<file path="src/rtl/fir_tree_pkg.sv">
package fir_tree_pkg;

  // number of pairwise reduction levels needed to bring n operands to one
  function automatic int tree_levels(input int n);
    int c;
    int l;
    c = n;
    l = 0;
    while (c > 1) begin
      c = (c + 1) / 2;
      l++;
    end
    return l;
  endfunction

  // operand count present at reduction level lv (level 0 = raw products)
  function automatic int level_count(input int n, input int lv);
    int c;
    c = n;
    for (int i = 0; i < lv; i++) c = (c + 1) / 2;
    return c;
  endfunction

endpackage

</file>
<file path="src/rtl/fir_tap_line.sv">
module fir_tap_line #(
  parameter int DW     = 8,
  parameter int NT     = 5,
  parameter int IN_REG = 1
) (
  input  logic                 clk,
  input  logic                 rst,
  input  logic                 ce,
  input  logic signed [DW-1:0] din,
  output logic [NT*DW-1:0]     taps
);

  logic signed [DW-1:0] head;

  generate
    if (IN_REG != 0) begin : g_in_reg
      logic signed [DW-1:0] in_q;
      always_ff @(posedge clk) begin
        if (rst)     in_q <= '0;
        else if (ce) in_q <= din;
      end
      assign head = in_q;
    end else begin : g_in_wire
      assign head = din;
    end
  endgenerate

  // delayed samples x[n-1] .. x[n-NT+1]
  logic signed [DW-1:0] hist [NT-1];

  always_ff @(posedge clk) begin
    if (rst) begin
      for (int i = 0; i < NT - 1; i++) hist[i] <= '0;
    end else if (ce) begin
      hist[0] <= head;
      for (int i = 1; i < NT - 1; i++) hist[i] <= hist[i-1];
    end
  end

  assign taps[DW-1:0] = head;

  generate
    for (genvar k = 1; k < NT; k++) begin : g_tap
      assign taps[k*DW +: DW] = hist[k-1];
    end
  endgenerate

endmodule

</file>
<file path="src/rtl/fir_tap_mult.sv">
module fir_tap_mult #(
  parameter int                 DW      = 8,
  parameter int                 CW      = 8,
  parameter logic signed [CW-1:0] COEF  = '0,
  parameter int                 IN_STG  = 0,
  parameter int                 OUT_STG = 0,
  localparam int                PW      = DW + CW
) (
  input  logic                 clk,
  input  logic                 rst,
  input  logic                 ce,
  input  logic signed [DW-1:0] x,
  output logic signed [PW-1:0] p
);

  logic signed [DW-1:0] x_m;
  logic signed [PW-1:0] p_raw;

  generate
    if (IN_STG > 0) begin : g_in_pipe
      logic signed [DW-1:0] xs [IN_STG];
      always_ff @(posedge clk) begin
        if (rst) begin
          for (int i = 0; i < IN_STG; i++) xs[i] <= '0;
        end else if (ce) begin
          xs[0] <= x;
          for (int i = 1; i < IN_STG; i++) xs[i] <= xs[i-1];
        end
      end
      assign x_m = xs[IN_STG-1];
    end else begin : g_in_wire
      assign x_m = x;
    end
  endgenerate

  assign p_raw = x_m * COEF;

  generate
    if (OUT_STG > 0) begin : g_out_pipe
      logic signed [PW-1:0] ps [OUT_STG];
      always_ff @(posedge clk) begin
        if (rst) begin
          for (int i = 0; i < OUT_STG; i++) ps[i] <= '0;
        end else if (ce) begin
          ps[0] <= p_raw;
          for (int i = 1; i < OUT_STG; i++) ps[i] <= ps[i-1];
        end
      end
      assign p = ps[OUT_STG-1];
    end else begin : g_out_wire
      assign p = p_raw;
    end
  endgenerate

endmodule

</file>
<file path="src/rtl/fir_adder_tree.sv">
module fir_adder_tree
  import fir_tree_pkg::*;
#(
  parameter int NT = 5,
  parameter int IW = 16,
  parameter int OW = IW + fir_tree_pkg::tree_levels(NT)
) (
  input  logic                 clk,
  input  logic                 rst,
  input  logic                 ce,
  input  logic [NT*IW-1:0]     prods,
  output logic signed [OW-1:0] sum
);

  localparam int LEVELS = tree_levels(NT);
  localparam int TW     = OW + 2;

  logic signed [OW-1:0] leaf [NT];
  logic signed [OW-1:0] view [LEVELS][NT];
  logic signed [OW-1:0] nxt  [LEVELS][NT];
  logic signed [OW-1:0] node [LEVELS][NT];

  // sign-extend every product to the final width
  always_comb begin
    for (int j = 0; j < NT; j++) leaf[j] = OW'(signed'(prods[j*IW +: IW]));
  end

  // pair operands of each level; an odd leftover passes straight on
  always_comb begin
    int ia;
    int ib;
    int pc;
    for (int l = 0; l < LEVELS; l++) begin
      for (int j = 0; j < NT; j++) view[l][j] = (l == 0) ? leaf[j] : node[(l > 0) ? l - 1 : 0][j];
    end
    for (int l = 0; l < LEVELS; l++) begin
      pc = level_count(NT, l);
      for (int j = 0; j < NT; j++) begin
        ia = (2 * j < NT) ? 2 * j : 0;
        ib = (2 * j + 1 < NT) ? 2 * j + 1 : 0;
        if (2 * j + 1 < pc)  nxt[l][j] = view[l][ia] + view[l][ib];
        else if (2 * j < pc) nxt[l][j] = view[l][ia];
        else                 nxt[l][j] = '0;
      end
    end
  end

  always_ff @(posedge clk) begin
    if (rst) begin
      for (int l = 0; l < LEVELS; l++)
        for (int j = 0; j < NT; j++) node[l][j] <= '0;
    end else if (ce) begin
      for (int l = 0; l < LEVELS; l++)
        for (int j = 0; j < NT; j++) node[l][j] <= nxt[l][j];
    end
  end

  assign sum = node[LEVELS-1][0];

  // level totals, used only to check that no level gains or loses value
  logic signed [TW-1:0] tot [LEVELS+1];

  always_comb begin
    tot[0] = '0;
    for (int j = 0; j < NT; j++) tot[0] = tot[0] + TW'(leaf[j]);
    for (int l = 1; l <= LEVELS; l++) begin
      tot[l] = '0;
      for (int j = 0; j < NT; j++) tot[l] = tot[l] + TW'(node[l-1][j]);
    end
  end

  generate
    for (genvar lv = 1; lv <= LEVELS; lv++) begin : g_chk
      // each registered level holds the whole total of the level before it
      p_level_sum_r3: assert property (@(posedge clk) disable iff (rst)
        ($past(ce) && !$past(rst)) |-> (tot[lv] == $past(tot[lv-1])));
    end
  endgenerate

endmodule

</file>
<file path="src/rtl/fir_tree_filter.sv">
module fir_tree_filter #(
  parameter int                   DW          = 8,
  parameter int                   CW          = 8,
  parameter int                   NT          = 5,
  parameter logic [NT*CW-1:0]     COEFS       = {8'hF9, 8'h01, 8'h05, 8'hFE, 8'h03},
  parameter int                   IN_REG      = 1,
  parameter int                   OUT_REG     = 1,
  parameter int                   MUL_IN_STG  = 0,
  parameter int                   MUL_OUT_STG = 0
) (
  input  logic                                                 clk,
  input  logic                                                 rst,
  input  logic                                                 ce,
  input  logic signed [DW-1:0]                                 din,
  output logic signed [DW+CW+fir_tree_pkg::tree_levels(NT)-1:0] dout,
  output logic                                                 dout_valid
);

  localparam int PW     = DW + CW;
  localparam int LEVELS = fir_tree_pkg::tree_levels(NT);
  localparam int OW     = PW + LEVELS;
  localparam int LAT    = IN_REG + MUL_IN_STG + MUL_OUT_STG + LEVELS + OUT_REG;

  logic [NT*DW-1:0]     taps;
  logic [NT*PW-1:0]     prods;
  logic signed [OW-1:0] tree_sum;

  fir_tap_line #(.DW(DW), .NT(NT), .IN_REG(IN_REG)) u_line (
    .clk (clk),
    .rst (rst),
    .ce  (ce),
    .din (din),
    .taps(taps)
  );

  generate
    for (genvar k = 0; k < NT; k++) begin : g_mul
      logic signed [PW-1:0] pk;
      fir_tap_mult #(
        .DW     (DW),
        .CW     (CW),
        .COEF   (COEFS[k*CW +: CW]),
        .IN_STG (MUL_IN_STG),
        .OUT_STG(MUL_OUT_STG)
      ) u_mul (
        .clk(clk),
        .rst(rst),
        .ce (ce),
        .x  (taps[k*DW +: DW]),
        .p  (pk)
      );
      assign prods[k*PW +: PW] = pk;
    end
  endgenerate

  fir_adder_tree #(.NT(NT), .IW(PW), .OW(OW)) u_tree (
    .clk  (clk),
    .rst  (rst),
    .ce   (ce),
    .prods(prods),
    .sum  (tree_sum)
  );

  generate
    if (OUT_REG != 0) begin : g_out_reg
      logic signed [OW-1:0] out_q;
      always_ff @(posedge clk) begin
        if (rst)     out_q <= '0;
        else if (ce) out_q <= tree_sum;
      end
      assign dout = out_q;
    end else begin : g_out_wire
      assign dout = tree_sum;
    end
  endgenerate

  // valid flag travels with the data, one stage per cycle of latency
  logic [LAT-1:0] vld_sr;

  always_ff @(posedge clk) begin
    if (rst)     vld_sr <= '0;
    else if (ce) vld_sr <= (vld_sr << 1) | LAT'(1);
  end

  assign dout_valid = vld_sr[LAT-1];

  // enabled-edge counter kept for the latency check only
  int unsigned en_cnt;
  always_ff @(posedge clk) begin
    if (rst)                       en_cnt <= 0;
    else if (ce && en_cnt < LAT)   en_cnt <= en_cnt + 1;
  end

  // valid rises exactly when the enabled-edge count reaches the latency
  p_valid_latency_r2: assert property (@(posedge clk) disable iff (rst)
    dout_valid == (en_cnt == LAT));

  // a low enable freezes the result and its flag
  p_freeze_r4: assert property (@(posedge clk) disable iff (rst)
    !ce |=> ($stable(dout) && $stable(dout_valid)));

  // once raised, valid stays high until reset
  p_valid_sticky_r5: assert property (@(posedge clk) disable iff (rst)
    dout_valid |=> dout_valid);

  // the cycle after a reset edge shows a cleared output
  p_reset_clear_r6: assert property (@(posedge clk)
    $past(rst) |-> (dout == '0 && !dout_valid));

endmodule

</file>
<file path="config.mk">
export PLATFORM = sky130hd
export DESIGN_NAME = fir_tree_filter
export DESIGN_NICKNAME = d
export VERILOG_FILES = /design/src/rtl/fir_tree_pkg.sv /design/src/rtl/fir_tap_line.sv /design/src/rtl/fir_tap_mult.sv /design/src/rtl/fir_adder_tree.sv /design/src/rtl/fir_tree_filter.sv
export SDC_FILE = /design/constraint.sdc
export NUM_CORES = 1
export LEC_CHECK = 0
export BUFFER_PORTS_ARGS = -buffer_cell sky130_fd_sc_hd__buf_2
export CAP_MARGIN = 0
export CORE_UTILIZATION = 55
export DETAILED_ROUTE_END_ITERATION = 12
export PLACE_DENSITY = 0.83
export SLEW_MARGIN = 20
export SYNTH_ARGS = -nofsm -noshare
export SYNTH_HDL_FRONTEND = slang
export SYNTH_SLANG_ARGS = --single-unit
</file>
<file path="constraint.sdc">
create_clock -name clk -period 8.2 [get_ports clk]
set_clock_uncertainty 0.1 [all_clocks]
set_input_delay 1.64 -clock clk [delete_from_list [all_inputs] [get_ports clk]]
set_output_delay 1.64 -clock clk [all_outputs]
set_load 0.01 [all_outputs]
</file>
==> run_summary.xml <==
<?xml version="1.0" encoding="UTF-8"?>
<metrics>
  <group name="power_and_ir_drop">
    <metric name="cellPowerDensity" unit="mW/mm^2">210</metric>
    <metric name="ir_worst_vdd" unit="V">0.000216</metric>
    <metric name="p_leak" unit="nW">4.80</metric>
  </group>
  <group name="global_routing">
    <metric name="top_usage_layer" unit="">met2</metric>
    <metric name="grt_pass1_wl" unit="um">29400</metric>
    <metric name="grtUsageMet1" unit="%">23.6</metric>
    <metric name="groute.layer.met2.usage" unit="%">37.9</metric>
    <metric name="grt_remaining_overflow" unit="">0</metric>
    <metric name="grt_max_degree" unit="">68</metric>
    <metric name="vias_in_the_first_global_route" unit="">6455</metric>
    <metric name="gr-usage-met3" unit="%">4.17</metric>
    <metric name="track_usage" unit="%">20.8</metric>
    <metric name="antenna_found_initial" unit="">0</metric>
  </group>
  <group name="logic_synthesis">
    <metric name="yosys_register_bits" unit="">155</metric>
    <metric name="yosys.area.top_type_share" unit="%">38.0</metric>
    <metric name="synthesis.nets" unit="">1058</metric>
    <metric name="synthesis.area_per_instance" unit="sq um">10.5</metric>
    <metric name="synthesis.yosys.warnings" unit="">0</metric>
    <metric name="synth.distinct_cells" unit="">59</metric>
    <metric name="synth.cell_area" unit="sq mm">0.00972</metric>
    <metric name="synth-main-ff-cell" unit="">sky130_fd_sc_hd__edfxtp_1</metric>
    <metric name="async_flop_share" unit="%">0</metric>
    <metric name="synth-edff-count" unit="">123</metric>
    <metric name="yosysSeqAreaShare" unit="%">44.6</metric>
    <metric name="yosysMostFrequentCell" unit="">sky130_fd_sc_hd__edfxtp_1</metric>
    <metric name="yosysTopAreaCell" unit="">sky130_fd_sc_hd__edfxtp_1</metric>
    <metric name="synth_area_leaders" unit="">sky130_fd_sc_hd__edfxtp_1, sky130_fd_sc_hd__ha_1, sky130_fd_sc_hd__dfxtp_1</metric>
    <metric name="synth.top_cells.by_count" unit="">sky130_fd_sc_hd__edfxtp_1, sky130_fd_sc_hd__nor2_1, sky130_fd_sc_hd__ha_1</metric>
    <metric name="netlist_instances" unit="">922</metric>
  </group>
  <group name="clocking">
    <metric name="clock_sink_count" unit="">155</metric>
    <metric name="cts_post_setup_buffers_inserted" unit="">0</metric>
    <metric name="h-tree-depth" unit="">4</metric>
    <metric name="cts_made_buffers" unit="">17</metric>
    <metric name="tritoncts_clock_tree" unit="">built</metric>
    <metric name="clock_latency" unit="ns">0.43</metric>
    <metric name="post_cts.resized_instances" unit="">0</metric>
    <metric name="cts_buffer_depth" unit="">2</metric>
    <metric name="cts.clk_slew.worst_paths" unit="ns">0.06</metric>
    <metric name="cts_hold_bufs" unit="">0</metric>
    <metric name="cts_root_buf" unit="">sky130_fd_sc_hd__clkbuf_16</metric>
  </group>
  <group name="placed_design">
    <metric name="placedInstanceArea" unit="sq mm">0.0101</metric>
    <metric name="post-dp-hpwl" unit="um">12300</metric>
    <metric name="port_buffers" unit="">30</metric>
    <metric name="gpl.final_weighted_congestion" unit="">0.920</metric>
    <metric name="place_ws" unit="ns">3.90</metric>
  </group>
  <group name="setup_path">
    <metric name="timing.critical_path.depth" unit="">14</metric>
    <metric name="r2r_setup_slack" unit="ns">4.32</metric>
    <metric name="critPathRequiredTime" unit="ns">8.28</metric>
    <metric name="critical_path.most_common_cell" unit="">sky130_fd_sc_hd__inv_1</metric>
    <metric name="cp-endpoint" unit="">u_tree.node[0][51]$_SDFFCE_PN0P_</metric>
    <metric name="cp-startpoint" unit="">u_line.hist[0][0]$_SDFFCE_PN0P_</metric>
    <metric name="critical_path.cell_chain" unit="">inv_1 &gt; ha_1 &gt; inv_1 &gt; or3_1 &gt; xnor2_1 &gt; fa_1 &gt; inv_1 &gt; ha_1 &gt; o21a_1 &gt; a2111oi_2 &gt; o31ai_1 &gt; a31oi_1 &gt; xor2_1 &gt; nor2_1</metric>
    <metric name="worstPathMaxFanout" unit="">6</metric>
    <metric name="timing.rr.start" unit="">u_line.hist[0][0]$_SDFFCE_PN0P_</metric>
    <metric name="worst_path_largest_cell_delay" unit="ns">0.52</metric>
    <metric name="worst-r2r-cell-count" unit="">14</metric>
    <metric name="regToRegEndpoint" unit="">u_tree.node[0][51]$_SDFFCE_PN0P_</metric>
    <metric name="timing_worst_setup_path_type" unit="">register to register</metric>
    <metric name="critical_path.endpoint_type" unit="">register</metric>
    <metric name="crit_arrival" unit="ns">3.96</metric>
    <metric name="critical-path-slowest-cell" unit="">sky130_fd_sc_hd__edfxtp_1</metric>
    <metric name="path_buf_inv" unit="">3</metric>
    <metric name="startpoint_type" unit="">register</metric>
    <metric name="crit_family" unit="">adder cells</metric>
  </group>
  <group name="route">
    <metric name="routed_via_density" unit="">5.62</metric>
    <metric name="total_via_count_after_detailed_routing" unit="">6628</metric>
    <metric name="wl_per_cell" unit="um">14.7</metric>
    <metric name="final_antenna_net_count" unit="">0</metric>
    <metric name="drc" unit="">0</metric>
    <metric name="first_iter_violations" unit="">363</metric>
    <metric name="routed_wl" unit="um">17400</metric>
    <metric name="detail_route.first_pass.iterations" unit="">5</metric>
  </group>
  <group name="final_layout">
    <metric name="syn_to_final_growth" unit="%">9.45</metric>
    <metric name="fin_nets" unit="">1077</metric>
    <metric name="finish.utilization" unit="%">61.5</metric>
    <metric name="antenna_cells_inserted" unit="">0</metric>
    <metric name="drive_gt1_share" unit="%">8.60</metric>
    <metric name="n_fill_cell" unit="">1373</metric>
    <metric name="design_area" unit="sq mm">0.0106</metric>
  </group>
  <group name="floorplan">
    <metric name="fp-row-count" unit="">48</metric>
    <metric name="fp.dieH" unit="um">135</metric>
    <metric name="initial_cell_density_of_the_core" unit="%">56.2</metric>
    <metric name="core_area" unit="sq mm">0.0173</metric>
    <metric name="die_area" unit="sq mm">0.0182</metric>
    <metric name="floorplan.io_pins" unit="">31</metric>
    <metric name="die_width" unit="um">135</metric>
  </group>
  <group name="run_status">
    <metric name="result_of_the_run" unit="">completed</metric>
  </group>
  <group name="sta">
    <metric name="achievable-frequency" unit="MHz">258</metric>
    <metric name="finalSetupViolCount" unit="">0</metric>
    <metric name="min_period_over_period" unit="%">47.3</metric>
    <metric name="final.hold.worst_slack" unit="ns">0.378</metric>
    <metric name="worst_slew_margin_rel" unit="%">43.2</metric>
    <metric name="timing.final.max_slew_violations" unit="">0</metric>
    <metric name="fin_crit" unit="ns">3.88</metric>
    <metric name="hold_violations" unit="">0</metric>
    <metric name="layout_setup_ws" unit="ns">4.32</metric>
    <metric name="rsz0062_at_grt" unit="">false</metric>
    <metric name="total_neg_setup_slack" unit="ns">0</metric>
    <metric name="tightest_slew" unit="ns">0.852</metric>
  </group>
  <group name="hold_path">
    <metric name="timing.hold.worst.class" unit="">register to register</metric>
  </group>
  <group name="run">
    <metric name="drv_cap" unit="">0</metric>
  </group>
</metrics>
==> kinds of logic (layout without fill, tap and decap cells) <==
kind of cell	count (synthesis)	in the layout	share of synthesized area [%]
muxes	32	32	3.30
buffers and inverters	107	139	4.15
adders and majority gates	125	125	17.5
DFF	155	155	44.6
AOI/OAI and AO/OA	180	180	12.4
and+or+nand+nor	274	274	13.6
xor gates and xnor gates	49	49	4.42
==> layout by cell type (no fill, tap or decap), types with 3 or more instances in the layout <==
master and n:
sky130_fd_sc_hd__nor2b_1 7, sky130_fd_sc_hd__nand2b_1 9, sky130_fd_sc_hd__a31oi_1 7, sky130_fd_sc_hd__edfxtp_1 123
sky130_fd_sc_hd__mux2i_1 32, sky130_fd_sc_hd__nand4_1 9, sky130_fd_sc_hd__nor3_1 11, sky130_fd_sc_hd__o21ai_0 30
sky130_fd_sc_hd__xnor2_1 24, sky130_fd_sc_hd__dfxtp_1 32, sky130_fd_sc_hd__buf_4 4, sky130_fd_sc_hd__o21bai_1 5
sky130_fd_sc_hd__a211oi_1 14, sky130_fd_sc_hd__fa_1 18, sky130_fd_sc_hd__nand3_1 12, sky130_fd_sc_hd__inv_6 4
sky130_fd_sc_hd__a21oi_1 52, sky130_fd_sc_hd__nor2_1 121, sky130_fd_sc_hd__o31ai_1 3, sky130_fd_sc_hd__or3_1 3
sky130_fd_sc_hd__o211ai_1 9, sky130_fd_sc_hd__a21o_1 19, sky130_fd_sc_hd__clkbuf_16 19, sky130_fd_sc_hd__o21a_1 12
sky130_fd_sc_hd__nand2_1 32, sky130_fd_sc_hd__nor3b_1 3, sky130_fd_sc_hd__and3_1 5, sky130_fd_sc_hd__clkinv_4 4
sky130_fd_sc_hd__xor2_1 25, sky130_fd_sc_hd__buf_2 30, sky130_fd_sc_hd__ha_1 107, sky130_fd_sc_hd__a21boi_0 5
sky130_fd_sc_hd__inv_1 73, sky130_fd_sc_hd__and2_1 50, sky130_fd_sc_hd__o31a_1 3
==> layout make-up <==
cell class	count	area [sq um]	area share (%)
multi-input combinational	660	4990	46.9
clock buffer	19	475	4.47
tap	225	282	2.65
inverter	73	274	2.58
timing repair buffer	34	180	1.69
sequential	155	4330	40.7
clock inverter	13	103	0.965
==> tightest hold or removal path, stage by stage (launching register included) <==
cell and delay (ns):
sky130_fd_sc_hd__dfxtp_1 0.33, sky130_fd_sc_hd__nor2_1 0.04, sky130_fd_sc_hd__nor2_1 0.07
==> power by group <==
group | internal [mW] | leakage, nW | switching, mW
Sequential | 0.926 | 1.62 | 0.0319
Combinational | 0.219 | 2.89 | 0.307
Clock | 0.428 | 0.282 | 0.323
Total | 1.57 | 4.80 | 0.662
==> sequential cells by signal (all words and copies together), names as in the netlist <==
name and count:
dout 19, u_line.g_in_reg.in_q 8, u_line.hist 32, u_tree.node 91, vld_sr 5
==> how the worst min path moves through the flow <==
stage / from / end / slack [ns] / cells past startpoint
global route: u_tree.node[2][55]$_SDFFCE_PN0P_ / dout[17]$_SDFFE_PP0P_ / 0.41 / 2
CTS: vld_sr[0]$_SDFFE_PP0P_ / vld_sr[0]$_SDFFE_PP0P_ / 0.38 / 2
detailed placement: vld_sr[0]$_SDFFE_PP0P_ / vld_sr[0]$_SDFFE_PP0P_ / 0.36 / 2
finish: vld_sr[0]$_SDFFE_PP0P_ / vld_sr[0]$_SDFFE_PP0P_ / 0.38 / 2
floorplan: vld_sr[0]$_SDFFE_PP0P_ / vld_sr[0]$_SDFFE_PP0P_ / 0.33 / 2
global placement: vld_sr[0]$_SDFFE_PP0P_ / vld_sr[0]$_SDFFE_PP0P_ / 0.35 / 2
==> per-stage QoR <==
stage,instances,power (mW)
after floorplan,922,1.38
after global placement,1147,1.48
after detailed placement,1147,1.49
after CTS,1179,2.25
after global routing,1179,2.36
final,1179,2.23
==> layer usage <==
metal  share of wire [%]  vias up  routed length, um
li1                    -     3310                  -
met1                  43     3130               7430
met2                  51      152               8850
met3                 4.0       36                697
met4                 2.3        0                395
met5                   0        -                  0
Note: power is estimated with default switching activity, not from simulation.
